## src/rtl/pal_cell_pkg.sv

```systemverilog
package pal_cell_pkg;

  typedef enum logic [1:0] {
    MODE_OR  = 2'b00,
    MODE_NOR = 2'b01,
    MODE_XOR = 2'b10,
    MODE_REG = 2'b11
  } cellMode_t;

  typedef struct packed {
    logic capture;  // flip-flop loads this cycle
    logic useXor;   // pick the pair-XOR result
    logic useReg;   // pin and feedback come from the flip-flop
    logic invert;   // complement the combinational result
    logic drive;    // pin driver enabled
  } cellStrobe_t;

endpackage

```

## src/rtl/pal_cell_ctrl.sv

```systemverilog
module pal_cell_ctrl
  import pal_cell_pkg::*;
(
  input  logic [1:0]  modeSel,
  input  logic        invXor,
  input  logic        pinDir,
  output cellStrobe_t strobes
);

  cellMode_t mode;

  always_comb begin
    mode            = cellMode_t'(modeSel);
    strobes         = '0;
    strobes.drive   = ~pinDir;
    unique case (mode)
      MODE_OR:  strobes.invert = 1'b0;
      MODE_NOR: strobes.invert = 1'b1;
      MODE_XOR: begin
        strobes.useXor = 1'b1;
        strobes.invert = invXor;
      end
      MODE_REG: begin
        strobes.capture = 1'b1;
        strobes.useReg  = 1'b1;
      end
      default: strobes = '0;
    endcase
  end

endmodule

```

## src/rtl/pal_cell_dpath.sv

```systemverilog
module pal_cell_dpath
  import pal_cell_pkg::*;
#(
  parameter int TERMS = 4
) (
  input  logic             clk,
  input  logic             rst,
  input  logic [TERMS-1:0] terms,
  input  cellStrobe_t      strobes,
  input  logic             padIn,
  output logic             padOut,
  output logic             fbTrue,
  output logic             fbComp
);

  localparam int GROUPS = 2;
  localparam int HALF   = TERMS / GROUPS;

  logic [GROUPS-1:0] groupOr;
  logic              sumAll;
  logic              pairXor;
  logic              combVal;
  logic              result;
  logic              stateQ;

  for (genvar g = 0; g < GROUPS; g++) begin : g_group
    assign groupOr[g] = |terms[g*HALF +: HALF];
  end

  assign sumAll  = |groupOr;
  assign pairXor = ^groupOr;
  assign combVal = (strobes.useXor ? pairXor : sumAll) ^ strobes.invert;
  assign result  = strobes.useReg ? stateQ : combVal;

  always_ff @(posedge clk) begin
    if (rst)                  stateQ <= 1'b0;
    else if (strobes.capture) stateQ <= sumAll;
  end

  assign padOut = strobes.drive ? result : 1'b0;
  assign fbTrue = strobes.useReg ? stateQ : (strobes.drive ? result : padIn);
  assign fbComp = ~fbTrue;

  // a load cycle leaves the sum of that cycle in the flip-flop
  a_r5_load: assert property (@(posedge clk) disable iff (rst)
    strobes.capture |=> (stateQ == $past(|terms)));

  // outside registered mode the state is frozen
  a_r5_hold: assert property (@(posedge clk) disable iff (rst)
    !strobes.capture |=> $stable(stateQ));

endmodule

```

## src/rtl/pal_out_cell.sv

```systemverilog
module pal_out_cell
  import pal_cell_pkg::*;
#(
  parameter int TERMS = 4
) (
  input  logic             clk,
  input  logic             rst,
  input  logic [TERMS-1:0] terms,
  input  logic [1:0]       modeSel,
  input  logic             invXor,
  input  logic             pinDir,
  input  logic             padIn,
  output logic             padOut,
  output logic             padOe,
  output logic             fbTrue,
  output logic             fbComp
);

  cellStrobe_t strobes;

  pal_cell_ctrl u_ctrl (
    .modeSel (modeSel),
    .invXor  (invXor),
    .pinDir  (pinDir),
    .strobes (strobes)
  );

  pal_cell_dpath #(.TERMS(TERMS)) u_dpath (
    .clk     (clk),
    .rst     (rst),
    .terms   (terms),
    .strobes (strobes),
    .padIn   (padIn),
    .padOut  (padOut),
    .fbTrue  (fbTrue),
    .fbComp  (fbComp)
  );

  assign padOe = strobes.drive;

  // a released pin neither drives nor shows a value
  a_r7_released_quiet: assert property (@(posedge clk) disable iff (rst)
    pinDir |-> (!padOe && !padOut));

  // in registered mode with a driven pin, feedback matches the pin
  a_r9_state_fb: assert property (@(posedge clk) disable iff (rst)
    (modeSel == 2'b11 && !pinDir) |-> (fbTrue == padOut));

endmodule

```

## config.mk

```make
export PLATFORM = sky130hd
export DESIGN_NAME = pal_out_cell
export DESIGN_NICKNAME = d
export VERILOG_FILES = /design/src/rtl/pal_cell_pkg.sv /design/src/rtl/pal_cell_ctrl.sv /design/src/rtl/pal_cell_dpath.sv /design/src/rtl/pal_out_cell.sv
export SDC_FILE = /design/constraint.sdc
export NUM_CORES = 1
export LEC_CHECK = 0
export BUFFER_PORTS_ARGS = -buffer_cell sky130_fd_sc_hd__buf_2
export CAP_MARGIN = 10
export CORE_AREA = 2 2 39 41
export DETAILED_ROUTE_END_ITERATION = 6
export DIE_AREA = 0 0 41 43
export GPL_ROUTABILITY_DRIVEN = 0
export SYNTH_ARGS = -nofsm -noshare
export SYNTH_HDL_FRONTEND = slang
export SYNTH_HIERARCHICAL = 1
export SYNTH_SLANG_ARGS = --single-unit
export TNS_END_PERCENT = 50
```

## constraint.sdc

```tcl
create_clock -name clk -period 1.1 [get_ports clk]
set_input_delay 0.055 -clock clk [delete_from_list [all_inputs] [get_ports clk]]
set_output_delay 0.055 -clock clk [all_outputs]
set_load 0.01 [all_outputs]
```

# --- Word-level counts from Yosys, hierarchy flattened ---
# Index checks and enable logic that the tools add are counted.
totals:
  register_bits: 1
op_classes:
  n_eq_ne: 3
  muxes: 8
  n_reduce_logical: 4
  n_bitwise: 3
ops:
  columns: ["op", "n"]
  rows:
  - ["$mux 1", 7]
  - ["$eq 2x2->1 const B", 2]
  - ["$reduce_or 2->1", 2]
  - ["$reduce_or 4->1", 1]
  - ["$eq 2x1->1 const B", 1]
  - ["$not 1->1", 2]
  - ["$pmux 1 s2", 1]
  - ["$reduce_xor 2->1", 1]
  - ["$xor 1x1->1", 1]

# --- Logic depth before layout (Yosys ltp) ---
# Gate-level depths: netlist of run 1.
depth:
  ltp_word: 8
  ltp_mapped: 7
  mapped_depth_nobuf: 7

# --- Modules after synthesis ---
# Netlist of run 1, hierarchy kept.
by_module_without_submodules:
  columns: ["module", "cells_per_inst", "seq_area_each_um2", "instances", "area_per_inst_um2"]
  rows:
  - ["pal_cell_dpath", 21, 20.0, 1, 152.6]
  - ["pal_cell_ctrl", 9, 0.0, 1, 65.1]

# --- Worst setup path after synthesis of run 1 ---
# No wires, ideal clock.
synth_path:
  path_type: "in2out"
  startpoint: "in terms[1]"
  endpoint: "out padOut"
  stages: 5
  setup_slack_ns: 0.046
  t_arrival_ns: 0.999
  cell_sequence: "nor2_1 ha_1 nand2b_1 and4_1 a211oi_2"
synth_via:
  elab_chain_cells: 6
  elab_cells_between_ends: 7
synth_rtl:
  columns: ["item", "line_no", "source"]
  rows:
  - ["from (decl)", "pal_out_cell.sv:8", "input logic [TERMS-1:0] terms,"]
  - ["$reduce_or 2->1", "pal_cell_dpath.sv:27", "assign groupOr[g] = |terms[g*HALF +: HALF];"]
  - ["$reduce_xor 2->1", "pal_cell_dpath.sv:31", "assign pairXor = ^groupOr;"]
  - ["$mux 1 *", "pal_cell_dpath.sv:32", "assign combVal = (strobes.useXor ? pairXor : sumAll) ^ strobes.invert;"]
  - ["$xor 1x1->1 *", "pal_cell_dpath.sv:32", null]
  - ["$mux 1 *", "pal_cell_dpath.sv:33", "assign result = strobes.useReg ? stateQ : combVal;"]
  - ["$mux 1 *", "pal_cell_dpath.sv:40", "assign padOut = strobes.drive ? result : 1'b0;"]
  - ["to (decl)", "pal_out_cell.sv:13", "output logic padOut,"]
# Every way passes the cells marked *; elsewhere a longest branch is shown, timed or not.

# --- Final worst setup path of run 1 ---
layout_path:
  startpoint: "in terms[0]"
  endpoint: "out fbComp"
layout_via:
  elab_chain_cells: 8
  elab_cells_between_ends: 9
layout_rtl:
  columns: ["item", "line_no", "source"]
  rows:
  - ["$reduce_or 2->1", "pal_cell_dpath.sv:27", null]
  - ["$reduce_xor 2->1", "pal_cell_dpath.sv:31", null]
  - ["$mux 1 *", "pal_cell_dpath.sv:32", null]
  - ["$xor 1x1->1 *", "pal_cell_dpath.sv:32", null]
  - ["$mux 1 *", "pal_cell_dpath.sv:33", null]
  - ["$mux 1 * (2 in a row)", "pal_cell_dpath.sv:41", "assign fbTrue = strobes.useReg ? stateQ : (strobes.drive ? result : padIn);"]
  - ["$not 1->1 *", "pal_cell_dpath.sv:42", "assign fbComp = ~fbTrue;"]
  - ["to (decl)", "pal_out_cell.sv:16", "output logic fbComp"]
# Marked as above.

==> reports/metrics.yaml, run 1 <==
status: "complete, but fails checks"
violations: "negative setup slack"
first_global_vias: 220
power_leakage_nw: 0.208
hold_violations: 0
powerDensity_nw_per_um2: 458
antenna_found_initial: 0
fin_skew_ns: 0
crit_buf_inv: 3
ios: 15
finalCritPeriodShare_pct: 108
cp.required_ns: 1.04
dr_total_vias: 272
synth-edff-count: 0
dieArea_um2: 1760
met1_usage_pct: 7.59
vdd_drop_max_mv: 0.164
netSwitchingFraction_pct: 36.8
async_flop_share_pct: 0
switching_power_uw: 78.0
routed_via_density: 4.18
final_common_cell: "buf_2"
final-max-slew-violation-count: 0
clock_latency_ns: 0
dpl_cell_area_um2: 345
synth_fp_nets: 45
reg.largest.list: "u_dpath/stateQ x1"
drt-pass1-iter-count: 2
wl_per_cell_um: 9.08
fmax_ghz: 0.839
maxSlewHeadroom_pct: 87.0
path_clk_slew_ns: 0
insertedDiodeCount: 0
fin_ws_ns: -0.0919
num_rows: 14
drtIter0Drc: 1
comb_power_share_pct: 80.2
path_max_fanout: 3
fp.coreArea_um2: 1380
ys_ff_latch: 1
hold_path.class: "primary input to register"
p_seq_share_pct: 19.8
final_cells: 65
drive_gt1_share_pct: 67.3
largest_reg_flops: 1
grt_pass1_wl_um: 869
worstMarginPinSlew_ns: 0.193
seq_area_um2: 20.0
yosysSeqAreaShare_pct: 9.20
multi_input_area_um2: 264
dp_slack_ns: -0.200
grt_util_all_layers_pct: 6.79
port_buffers: 14
regMostFlops: "u_dpath/stateQ"
netlist_instances: 30
synthDistinctLibCells: 19
grt.busiest_layer: "met2"
pwr-share-clk_pct: 0
avgSynthCellArea_um2: 7.26
syn_area_um2: 218
worstSetupEndpointType: "output port"
drc_errors: 0
setup_tns_ns: -0.153
cts_setup_buffers: 0
intPower_uw: 134
area_growth_pct: 113
synth_ff_type: "dfxtp_1"
fin_hold_ws_ns: 0.223
hold_buffers: 0
slowest_stage: "ha_4"
grt_util_met2_pct: 13.8
start_util_pct: 15.7
grt_max_degree: 7
dp_cells: 65
setup_violations: 3
gr-total-overflow: 0
crit_chain: "buf_6 -> nor2_4 -> ha_4 -> nand2b_4 -> buf_6 -> a21o_1 -> and3_1 -> buf_2"
yosys_warnings: 6
grt_setup_unrepaired: "yes"
worst_setup_path_start_kind: "primary input"
ant_nets: 0
critPathMostFrequentCell: "buf_6"
routed_wl_um: 590
fillCellCount: 152
die-width_um: 41
die_h_um: 43
min_period_ns: 1.19
nets: 66
dp_hpwl_um: 436
finish.utilization_pct: 33.5
power.total_uw: 212
cp.arrival_ns: 1.14
finalInstanceArea_um2: 463
mostFrequentLayoutCells: "buf_2 (10), buf_6 (5), buf_4 (5), nor2_4 (4)"
use_met3_pct: 0
critical_path_class: "primary input to output port"
max_stage_delay_ns: 0.21
drv_cap: 0
critical-path-top-delay-family: "simple AND/OR/NAND/NOR gates"
final timing paths:
path	startpoint	to	slack, ns	cells past startpoint
hold reg to reg	u_dpath/stateQ	u_dpath/stateQ	0.52	2
setup reg to reg	u_dpath/stateQ	u_dpath/stateQ	0.46	2
setup / recovery	terms[0]	fbComp	-0.09	8
hold / removal	rst	u_dpath/stateQ	0.22	2
synth_stat cells (all sizes together), types with 2 or more instances:
master	instances	area (µm²)
nor2	6	22.5
a211oi	2	20.0
inv	4	15.0
ha	4	50.1
nand2b	2	20.0
what timing repair did:
action | 4_1_cts | 5_1_grt
setup endpoints to repair | 3 | 3
gates resized for setup | 15 | 8
pin swaps | 10 | 6
gates cloned | 0 | 0
logic make-up after synthesis:
kind of cell               Yosys count  synth area share [%]
DFF                                  1                  9.20
adders and majority gates            4                  23.0
AOI/OAI and AO/OA                    6                  20.7
buffers and inverters                5                  10.3
and+or+nand+nor                     14                  36.8
power groups by stage:
stage / Clock (mW) / Combinational (mW) / Sequential [mW]
5_1_grt: 0 / 0.186 / 0.0420
3_5_place_dp: 0 / 0.113 / 0.0417
3_3_place_gp: 0 / 0.111 / 0.0417
4_1_cts: 0 / 0.149 / 0.0418
2_1_floorplan: 0 / 0.0621 / 0.0409
6_report: 0 / 0.170 / 0.0419
routing by layer:
layer	wire [µm]	part of all wire, %	vias to the layer above
met1	208	35	122
li1	-	-	143
met3	35	5.9	0
met4	0	0	0
met5	0	0	-
met2	346	59	7
worst register-to-register path, cell delays in order, from the launching register on:
cell and delay [ns]:
dfxtp_1 0.34, nor2_1 0.06, a211oi_1 0.15
final cells by class:
cell class / instances / share of cell area (%)
tap: 16 / 4.32
timing repair buffer: 20 / 31.1
multi-input combinational: 24 / 57.0
inverter: 4 / 3.24
sequential: 1 / 4.32
Power figures use the tool's default switching activity.
==> inputs of run 2 (changes only) <==
ABC_AREA = 1   (was unset)
==> run 2 against run 1 <==
Effect of this change: the flow still finishes with violations (negative setup slack); combinational power rose by 17%; highest routed layer unchanged; clock skew unchanged; synthesized cell count up 43%.
==> reports/metrics.yaml, run 2 <==
reg.largest.list: "u_dpath/stateQ x1"
nets: 78  # +18%
yosys_warnings: 6  # unchanged
grt_max_degree: 6  # -1
grt_pass1_wl_um: 1230  # +41%
dp_hpwl_um: 474  # +8.7%
max_stage_delay_ns: 0.19  # -0.02 ns
path_clk_slew_ns: 0  # unchanged
cp.depth: 11  # +3
hold_buffers: 0  # unchanged
ant_nets: 0  # unchanged
gr-total-overflow: 0  # unchanged
area_growth_pct: 110
die_h_um: 43  # unchanged
clock_latency_ns: 0  # unchanged
dp_slack_ns: -0.142  # +0.0581 ns
worstSetupEndpointType: "output port"
largest_reg_flops: 1  # unchanged
wl_per_cell_um: 8.78  # -3.3%
synth_common_cells: "inv_1 (9), nand3_1 (9), nand2_1 (8), ha_1 (4), nor2_1 (3)"
fin_ws_ns: -0.0257  # +0.0663 ns
yosysSeqAreaShare_pct: 7.92  # -1.3 points
critical_path_class: "primary input to output port"
synth_fp_nets: 58  # +29%
syn_area_um2: 253  # +16%
hold_path.class: "primary input to register"
path_max_fanout: 3  # unchanged
vdd_drop_max_mv: 0.164  # about the same
min_period_ns: 1.13  # -0.0663 ns
ios: 15  # unchanged
yosys.area.top_type: "ha_1"
crit_buf_inv: 3  # unchanged
ys_ff_latch: 1  # unchanged
first_global_vias: 345  # +57%
die-width_um: 41  # unchanged
final-max-slew-violation-count: 0  # unchanged
drive_gt1_share_pct: 82.0  # +15 points
fin_hold_ws_ns: 0.224  # +0.00164 ns
startpoint: "modeSel[0]"
r2r_cells: 2  # unchanged
finalCritPeriodShare_pct: 102  # -6.0 points
fmax_ghz: 0.888  # +5.9%
power_leakage_nw: 0.264  # +27%
dieArea_um2: 1760  # unchanged
synth_top_cell_area_share_pct: 19.8  # -3.2 points
async_flop_share_pct: 0  # unchanged
regMostFlops: "u_dpath/stateQ"
drc_errors: 0  # unchanged
avgSynthCellArea_um2: 5.88  # -19%
insertedDiodeCount: 0  # unchanged
port_buffers: 14  # unchanged
finish.utilization_pct: 38.3  # +4.9 points
start_util_pct: 18.3  # +2.5 points
drt-pass1-iter-count: 1  # -1
dr_total_vias: 323  # +19%
critical-path-top-delay-family: "simple AND/OR/NAND/NOR gates"
r2r_start: "u_dpath/stateQ"
worst_setup_path_start_kind: "primary input"
fin_skew_ns: 0  # unchanged
synth-edff-count: 0  # unchanged
powerDensity_nw_per_um2: 453  # -1.1%
grt_util_all_layers_pct: 9.50  # +2.7 points
setup_violations: 2  # -1
antenna_found_initial: 0  # unchanged
status: "complete, but fails checks"
synth_area_leaders: "ha_1 (20%), nand3_1 (18%), inv_1 (13%)"
grt_setup_unrepaired: "yes"
worst_r2r_endpoint: "u_dpath/stateQ"
crit_chain: "buf_8 -> inv_4 -> ha_4 -> nand2_4 -> a21oi_4 -> nand3_2 -> nand3_2 -> nand3_2 -> nand3_2 -> nand2_1 -> buf_2"
violations: "negative setup slack"
num_rows: 14  # unchanged
fp.coreArea_um2: 1380  # unchanged
cp.arrival_ns: 1.07  # -0.07 ns
routed_wl_um: 676  # +15%
netlist_instances: 43  # +43%
mostFrequentLayoutCells: "buf_2 (10), nand3_2 (10), inv_2 (6)"
hold_violations: 0  # unchanged
cp.required_ns: 1.04  # about the same
maxSlewHeadroom_pct: 88.2  # +1.2 points
routed_via_density: 4.19  # +0.24%
drv_cap: 0  # unchanged
critPathMostFrequentCell: "nand3_2"
critPathCapture: "fbComp"
drtIter0Drc: 0  # -1
slowest_stage: "a21oi_4"
rrSetupSlack_ns: 0.46  # about the same
synth_ff_type: "dfxtp_1"
worstMarginPinSlew_ns: 0.176  # -0.0169 ns
power.total_uw: 240  # +13%
cts_setup_buffers: 0  # unchanged
synthDistinctLibCells: 14  # -5
==> run 2: changes by cell type after synthesis, sizes merged <==
cell	before	now
nand3b	1	0
o21ai	1	0
nor2	6	3
a21o	1	0
nand4	1	0
nand3	1	10
a22oi	1	0
or2	0	2
inv	4	11
nand2	1	9
and4	1	0
a211oi	2	1
and3	1	0
nand2b	2	0
==> run 2: what timing repair did <==
action,CTS,global route
pin swaps,11,3
gates resized for setup,36,1
setup endpoints to repair,3,3
==> run 2: metrics by stage <==
step / instances / setup TNS [ns] / area, µm²
2_1_floorplan: 43 / 0 / 253
3_3_place_gp: 77 / -0.233 / 373
3_5_place_dp: 77 / -0.332 / 373
4_1_cts: 77 / -0.0205 / 531
5_1_grt: 77 / -0.226 / 531
6_report: 77 / -0.0371 / 531
==> run 2: worst min path at each step <==
stage	start	to	cells past startpoint
finish	rst	u_dpath/stateQ	2
detailed placement	rst	u_dpath/stateQ	2
floorplan	rst	u_dpath/stateQ	1
CTS	rst	u_dpath/stateQ	2
global route	rst	u_dpath/stateQ	2
global placement	rst	u_dpath/stateQ	2
==> run 2: cell type report <==
| class | count | area (µm²) |
|---|---|---|
| timing repair buffer | 19 | 140 |
| tap | 16 | 20.0 |
| sequential | 1 | 20.0 |
| inverter | 11 | 43.8 |
| multi-input combinational | 30 | 307 |
| fill | 146 | 853 |
==> run 2: worst register-to-register path, cell delays in order, from the launching register on <==
cell	delay (ns)
dfxtp_1	0.34
nor2_1	0.06
a211oi_1	0.16
==> run 2: logic make-up (layout without fill, tap and decap cells) <==
logic type               Yosys count  after routing  share of synthesized area (%)
AO/OA/AOI/OAI                      2              2                           6.44
flip-flops                         1              1                           7.92
buffers and inverters             12             30                           19.3
AND/OR/NAND/NOR                   24             24                           46.5
adder cells (fa/ha/maj)            4              4                           19.8
==> run 2: power breakdown <==
group | total (mW) | internal [mW] | switching [mW]
Sequential | 0.0417 | 0.0396 | 0.00208
Clock | 0 | 0 | 0
Combinational | 0.199 | 0.101 | 0.0976
==> run 2: per-layer routing <==
metal / global-route usage (%) / wire length, µm
met1: 9.21 / 228
met2: 20.6 / 428
met3: 0 / 19
met4: 0 / 0
met5: 0 / 0
